## src/rtl/dbg_mailbox.sv

```systemverilog
module dbg_mailbox #(
  parameter int AW = 20,
  parameter int DW = 32,
  parameter int OPW = 2,
  parameter logic [AW-1:0] BASE = 20'h31000
) (
  input  logic           clk,
  input  logic           rst_n,
  input  logic [AW-1:0]  bus_addr,
  input  logic           bus_we,
  input  logic [DW-1:0]  bus_wdata,
  output logic [DW-1:0]  bus_rdata,
  output logic           req_valid,
  input  logic           req_ready,
  output logic [DW-1:0]  req_addr,
  output logic [DW-1:0]  req_data,
  output logic [OPW-1:0] req_op,
  input  logic           rsp_valid,
  output logic           rsp_ready,
  input  logic [DW-1:0]  rsp_data,
  input  logic [OPW-1:0] rsp_code
);
  localparam logic [AW-1:0] A_ADDR = BASE;
  localparam logic [AW-1:0] A_DATA = BASE + AW'(4);
  localparam logic [AW-1:0] A_OP   = BASE + AW'(8);
  localparam logic [AW-1:0] A_RDAT = BASE + AW'(12);
  localparam logic [AW-1:0] A_RCOD = BASE + AW'(16);
  localparam logic [AW-1:0] A_STAT = BASE + AW'(20);

  logic [DW-1:0]  addr_q, data_q, rdat_q;
  logic [OPW-1:0] op_q, rcod_q;
  logic           inflight, rsp_pend;

  wire wr_addr = bus_we && (bus_addr == A_ADDR);
  wire wr_data = bus_we && (bus_addr == A_DATA);
  wire wr_op   = bus_we && (bus_addr == A_OP);
  wire wr_stat = bus_we && (bus_addr == A_STAT);
  wire launch  = wr_op && !inflight;
  wire capture = rsp_valid && rsp_ready;
  wire ack     = wr_stat && rsp_pend;

  assign rsp_ready = !rsp_pend;

  always_ff @(posedge clk) begin
    if (!rst_n) begin
      addr_q    <= '0;
      data_q    <= '0;
      op_q      <= '0;
      rdat_q    <= '0;
      rcod_q    <= '0;
      req_addr  <= '0;
      req_data  <= '0;
      req_op    <= '0;
      req_valid <= 1'b0;
      inflight  <= 1'b0;
      rsp_pend  <= 1'b0;
    end else begin
      if (wr_addr) addr_q <= bus_wdata;
      if (wr_data) data_q <= bus_wdata;
      if (launch) begin
        op_q      <= bus_wdata[OPW-1:0];
        req_op    <= bus_wdata[OPW-1:0];
        req_addr  <= addr_q;
        req_data  <= data_q;
        req_valid <= 1'b1;
        inflight  <= 1'b1;
      end else if (req_valid && req_ready) begin
        req_valid <= 1'b0;
      end
      if (capture) begin
        rdat_q   <= rsp_data;
        rcod_q   <= rsp_code;
        rsp_pend <= 1'b1;
      end else if (ack) begin
        rsp_pend <= 1'b0;
        inflight <= 1'b0;
      end
    end
  end

  always_comb begin
    case (bus_addr)
      A_ADDR:  bus_rdata = addr_q;
      A_DATA:  bus_rdata = data_q;
      A_OP:    bus_rdata = DW'(op_q);
      A_RDAT:  bus_rdata = rdat_q;
      A_RCOD:  bus_rdata = DW'(rcod_q);
      A_STAT:  bus_rdata = DW'({rsp_pend, !inflight});
      default: bus_rdata = '0;
    endcase
  end

  a_r3_req_hold: assert property (@(posedge clk) disable iff (!rst_n)
    req_valid && !req_ready |=> req_valid && $stable(req_addr) && $stable(req_data) && $stable(req_op));
  a_r3_launch: assert property (@(posedge clk) disable iff (!rst_n)
    launch |=> req_valid && inflight);
  a_r5_busy_op_ignored: assert property (@(posedge clk) disable iff (!rst_n)
    wr_op && inflight |=> $stable(op_q));
  a_r6_rsp_sticky: assert property (@(posedge clk) disable iff (!rst_n)
    rsp_pend && !wr_stat |=> rsp_pend && $stable(rdat_q) && $stable(rcod_q));
  a_r7_ack_clears: assert property (@(posedge clk) disable iff (!rst_n)
    ack |=> !rsp_pend && !inflight && rsp_ready);
endmodule

```

## config.mk

```make
export PLATFORM = sky130hd
export DESIGN_NAME = dbg_mailbox
export DESIGN_NICKNAME = d
export VERILOG_FILES = /design/src/rtl/dbg_mailbox.sv
export SDC_FILE = /design/constraint.sdc
export NUM_CORES = 1
export LEC_CHECK = 0
export BUFFER_PORTS_ARGS = -buffer_cell sky130_fd_sc_hd__buf_2
export CAP_MARGIN = 20
export CELL_PAD_IN_SITES_DETAIL_PLACEMENT = 2
export CELL_PAD_IN_SITES_GLOBAL_PLACEMENT = 2
export CORE_UTILIZATION = 31
export DETAILED_ROUTE_END_ITERATION = 7
export PLACE_DENSITY_LB_ADDON = 0.25
export SLEW_MARGIN = 20
export SYNTH_ARGS = -nofsm -noshare
export SYNTH_HDL_FRONTEND = slang
export SYNTH_SLANG_ARGS = --single-unit
export TNS_END_PERCENT = 1
```

## constraint.sdc

```tcl
create_clock -name clk -period 2.17 [get_ports clk]
set_input_delay 0.434 -clock clk [delete_from_list [all_inputs] [get_ports clk]]
set_output_delay 0.434 -clock clk [all_outputs]
set_load 0.02 [all_outputs]
```

==> results_dict.tcl <==
set metrics [dict create \
    power_density_nw_per_um2 725 \
    dpl.hpwl_um 16900 \
    holdBufCountCts 0 \
    wl_per_cell_um 20.3 \
    vias_per_cell 4.93 \
    violations "setup timing" \
    maxCapViolCount 0 \
    worstMarginPinSlew_ns 0.459 \
    fmax_mhz 421 \
    num_io_pins 191 \
    seq_area_frac_synth_pct 48.0 \
    cts_buffers 17 \
    place_inst 1171 \
    cp.required_ns 1.74 \
    clk_pin_slew_ns 0.07 \
    period_share_pct 109 \
    status "finished with violations" \
    post-route-drc-count 0 \
    wl_um 24500 \
    worst_setup_path_end_kind "output port" \
    rr_endpoint "req_data[2]$_SDFFE_PN0P_" \
    rr_worst_depth 6 \
    synthArstFlopShare_pct 0 \
    area_growth_pct 33.3 \
    hp-class "input port to register" \
    crit-reg2reg-launch "inflight$_SDFF_PN0_" \
    synth_top_area_share_pct 48.0 \
    cts_tree "done" \
    grt_pass1_vias 6805 \
    synth_edf_count 0 \
    nets 1007 \
    hold_depth 3 \
    ys_ff_latch 167 \
    pre_cts_slack_ns -0.344 \
    design.die.area_um2 23100 \
    start_kind "input port" \
    coreArea_um2 21900 \
    grt-ovfl-total 0 \
    clock_sinks 167 \
    htreeDepth 4 \
    place_congestion 0.783 \
    crit_type "input port to output port" \
    drt_iter0_drc 178 \
    rsz0062_at_grt "yes" \
    yosys-top-cells-area "dfxtp_1 48%, mux2i_1 23%, nand2_1 13%" \
    grt_antenna_before_repair 0 \
    layout.cells.non_filler 1210 \
    cts_root_buffer "clkbuf_16" \
    yosys-top-cells-count "232 x nand2_1, 167 x dfxtp_1, 163 x mux2i_1" \
    ys.flop_type "dfxtp_1" \
    synth_top_family_by_area "multiplexers" \
    min_from "rsp_data[7]" \
    postSynthCellCount 718 \
    numPortBuffers 190 \
    hold-path-endpoint "rdat_q[7]$_SDFFE_PN0P_" \
    synth.cell_area_um2 6960 \
    netlist-cell-type-count 29 \
    initial_utilization_pct 31.8 \
    avgSynthCellArea_um2 9.70 \
    setup_slack_ns -0.203 \
    power.leakage_uw 0.00373 \
    regToRegSetupSlack_ns 0.61 \
    yosys.area.top_type "dfxtp_1" \
    irDropWorstVdd_v 0.000484 \
    row_count 54 \
    skew_ns 0.00947 \
    die_y_um 152 \
    antenna_left 0 \
    power_uw 6730 \
    synth_fp_nets 809 \
    synth_most_common_cell "nand2_1" \
    synthAdderAreaFrac_pct 0 \
    drive_gt1_share_pct 30.2 \
    grt.total_usage_pct 21.6 \
    die_w_um 152 \
    cp_data_arrival_time_ns 1.94 \
    yosysWarningCount 0 \
    grt_pass1_wl_um 38600 \
    dr.pass1.iters 4 \
    path_max_fanout 23 \
    clockBufferDepth 2 \
    setup_viol 30 \
    synth-xor-area-share_pct 0 \
    grt_start_max_net_pins 59 \
    slew_viol_final 0 \
    synth.mux.area_fraction_pct 24.1 \
    clock_latency_ns 0.42 \
    hold_violations 0 \
    synth-simple-area-share_pct 15.7 \
    num_vias 5971 \
    nFillCells 2389 \
    period_needed_ns 2.37 \
    synth_compound_area_share_pct 8.00 \
    slew_headroom_pct 69.4 \
]
final cells by class:
type,instances,area (um^2),share of cell area [%]
timing repair buffer,233,1570,16.9
multi-input combinational,495,3390,36.5
tap,280,350,3.78
clock buffer,17,425,4.58
clock inverter,15,190,2.05
sequential,167,3340,36.0
inverter,2,7.51,0.0809
antenna,1,2.50,0.0270
placed cells by master, fill, tap and decap left out:
cell	n
o2bb2ai_2	3
o2bb2ai_1	27
or3_1	1
nor2_1	6
nand2_2	1
and3_1	1
nor2b_1	3
inv_8	1
buf_2	158
nor2b_4	1
and4bb_2	1
nand4b_1	1
a211oi_1	1
clkbuf_16	17
diode_2	1
dfxtp_1	167
nor3_4	4
mux2i_1	163
or3b_1	1
or2_2	1
o21a_1	3
buf_16	1
buf_8	2
nor3b_4	1
nor4_4	2
buf_12	14
clkinvlp_4	6
bufinv_16	3
mux4_2	2
nand2_1	232
inv_1	2
a21boi_0	34
buf_4	56
buf_6	2
nor3_1	1
nand4_1	4
inv_6	5
o31a_1	1
how the worst max path moves through the flow:
| stage | to | slack, ns | start |
|---|---|---|---|
| after global placement | bus_rdata[15] | -0.18 | bus_addr[1] |
| after global routing | bus_rdata[21] | -0.30 | bus_addr[14] |
| after floorplan | bus_rdata[10] | 0.04 | bus_addr[3] |
| after detailed placement | bus_rdata[13] | -0.34 | bus_addr[1] |
| final | bus_rdata[13] | -0.20 | bus_addr[14] |
| after CTS | bus_rdata[13] | -0.21 | bus_addr[14] |
routing by layer:
metal / GRT usage (%) / routed length, um
met5: 0 / 0
met1: 25.4 / 10500
met3: 5.28 / 1200
met2: 38.5 / 12500
met4: 6.57 / 376
power breakdown:
group          total (uW)  switching, uW  internal [uW]  leakage [uW]
Sequential           3120           22.5           3100       0.00135
Clock                3220           1380           1840      0.000281
Combinational         385            229            156       0.00210
Total                6730           1630           5100       0.00373
worst max-delay path: stages:
cell and delay, ns:
buf_2 0.12, nor4_4 0.29, buf_4 0.15, buf_4 0.10, nand4_1 0.12, buf_12 0.22, buf_12 0.15, o2bb2ai_1 0.17
buf_4 0.17
cells by family (layout without fill, tap and decap cells):
group / Yosys count / after routing
AND/OR/NAND/NOR: 261 / 261
AO/OA/AOI/OAI: 69 / 69
other: 0 / 1
multiplexers: 165 / 165
flip-flops: 167 / 167
buffers and inverters: 56 / 267
sequential cells by signal, indices dropped and copies added, names as in the netlist:
signal / cells
op_q: 2
req_addr: 32
rsp_pend: 1
rdat_q: 32
addr_q: 32
rcod_q: 2
data_q: 32
inflight: 1
req_data: 32
req_valid: 1
per-stage QoR:
stage,setup TNS [ns],utilization (%),instance area (um^2),hold WS [ns]
detailed placement,-7.47,38.4,8400,0.450
global route,-7.16,42.4,9280,0.239
finish,-4.58,42.4,9280,0.250
global placement,-3.31,38.4,8400,0.442
CTS,-5.46,42.2,9240,0.236
floorplan,0,-,6960,0.440
repair_timing:
| item | CTS | global route |
|---|---|---|
| pin swaps | 4 | 2 |
| gates resized for setup | 48 | 8 |
| buffers inserted | 3 | 0 |
| endpoints found under the setup margin | 31 | 32 |
| gates cloned | 3 | 0 |
Note: power is estimated with default switching activity, not from simulation.
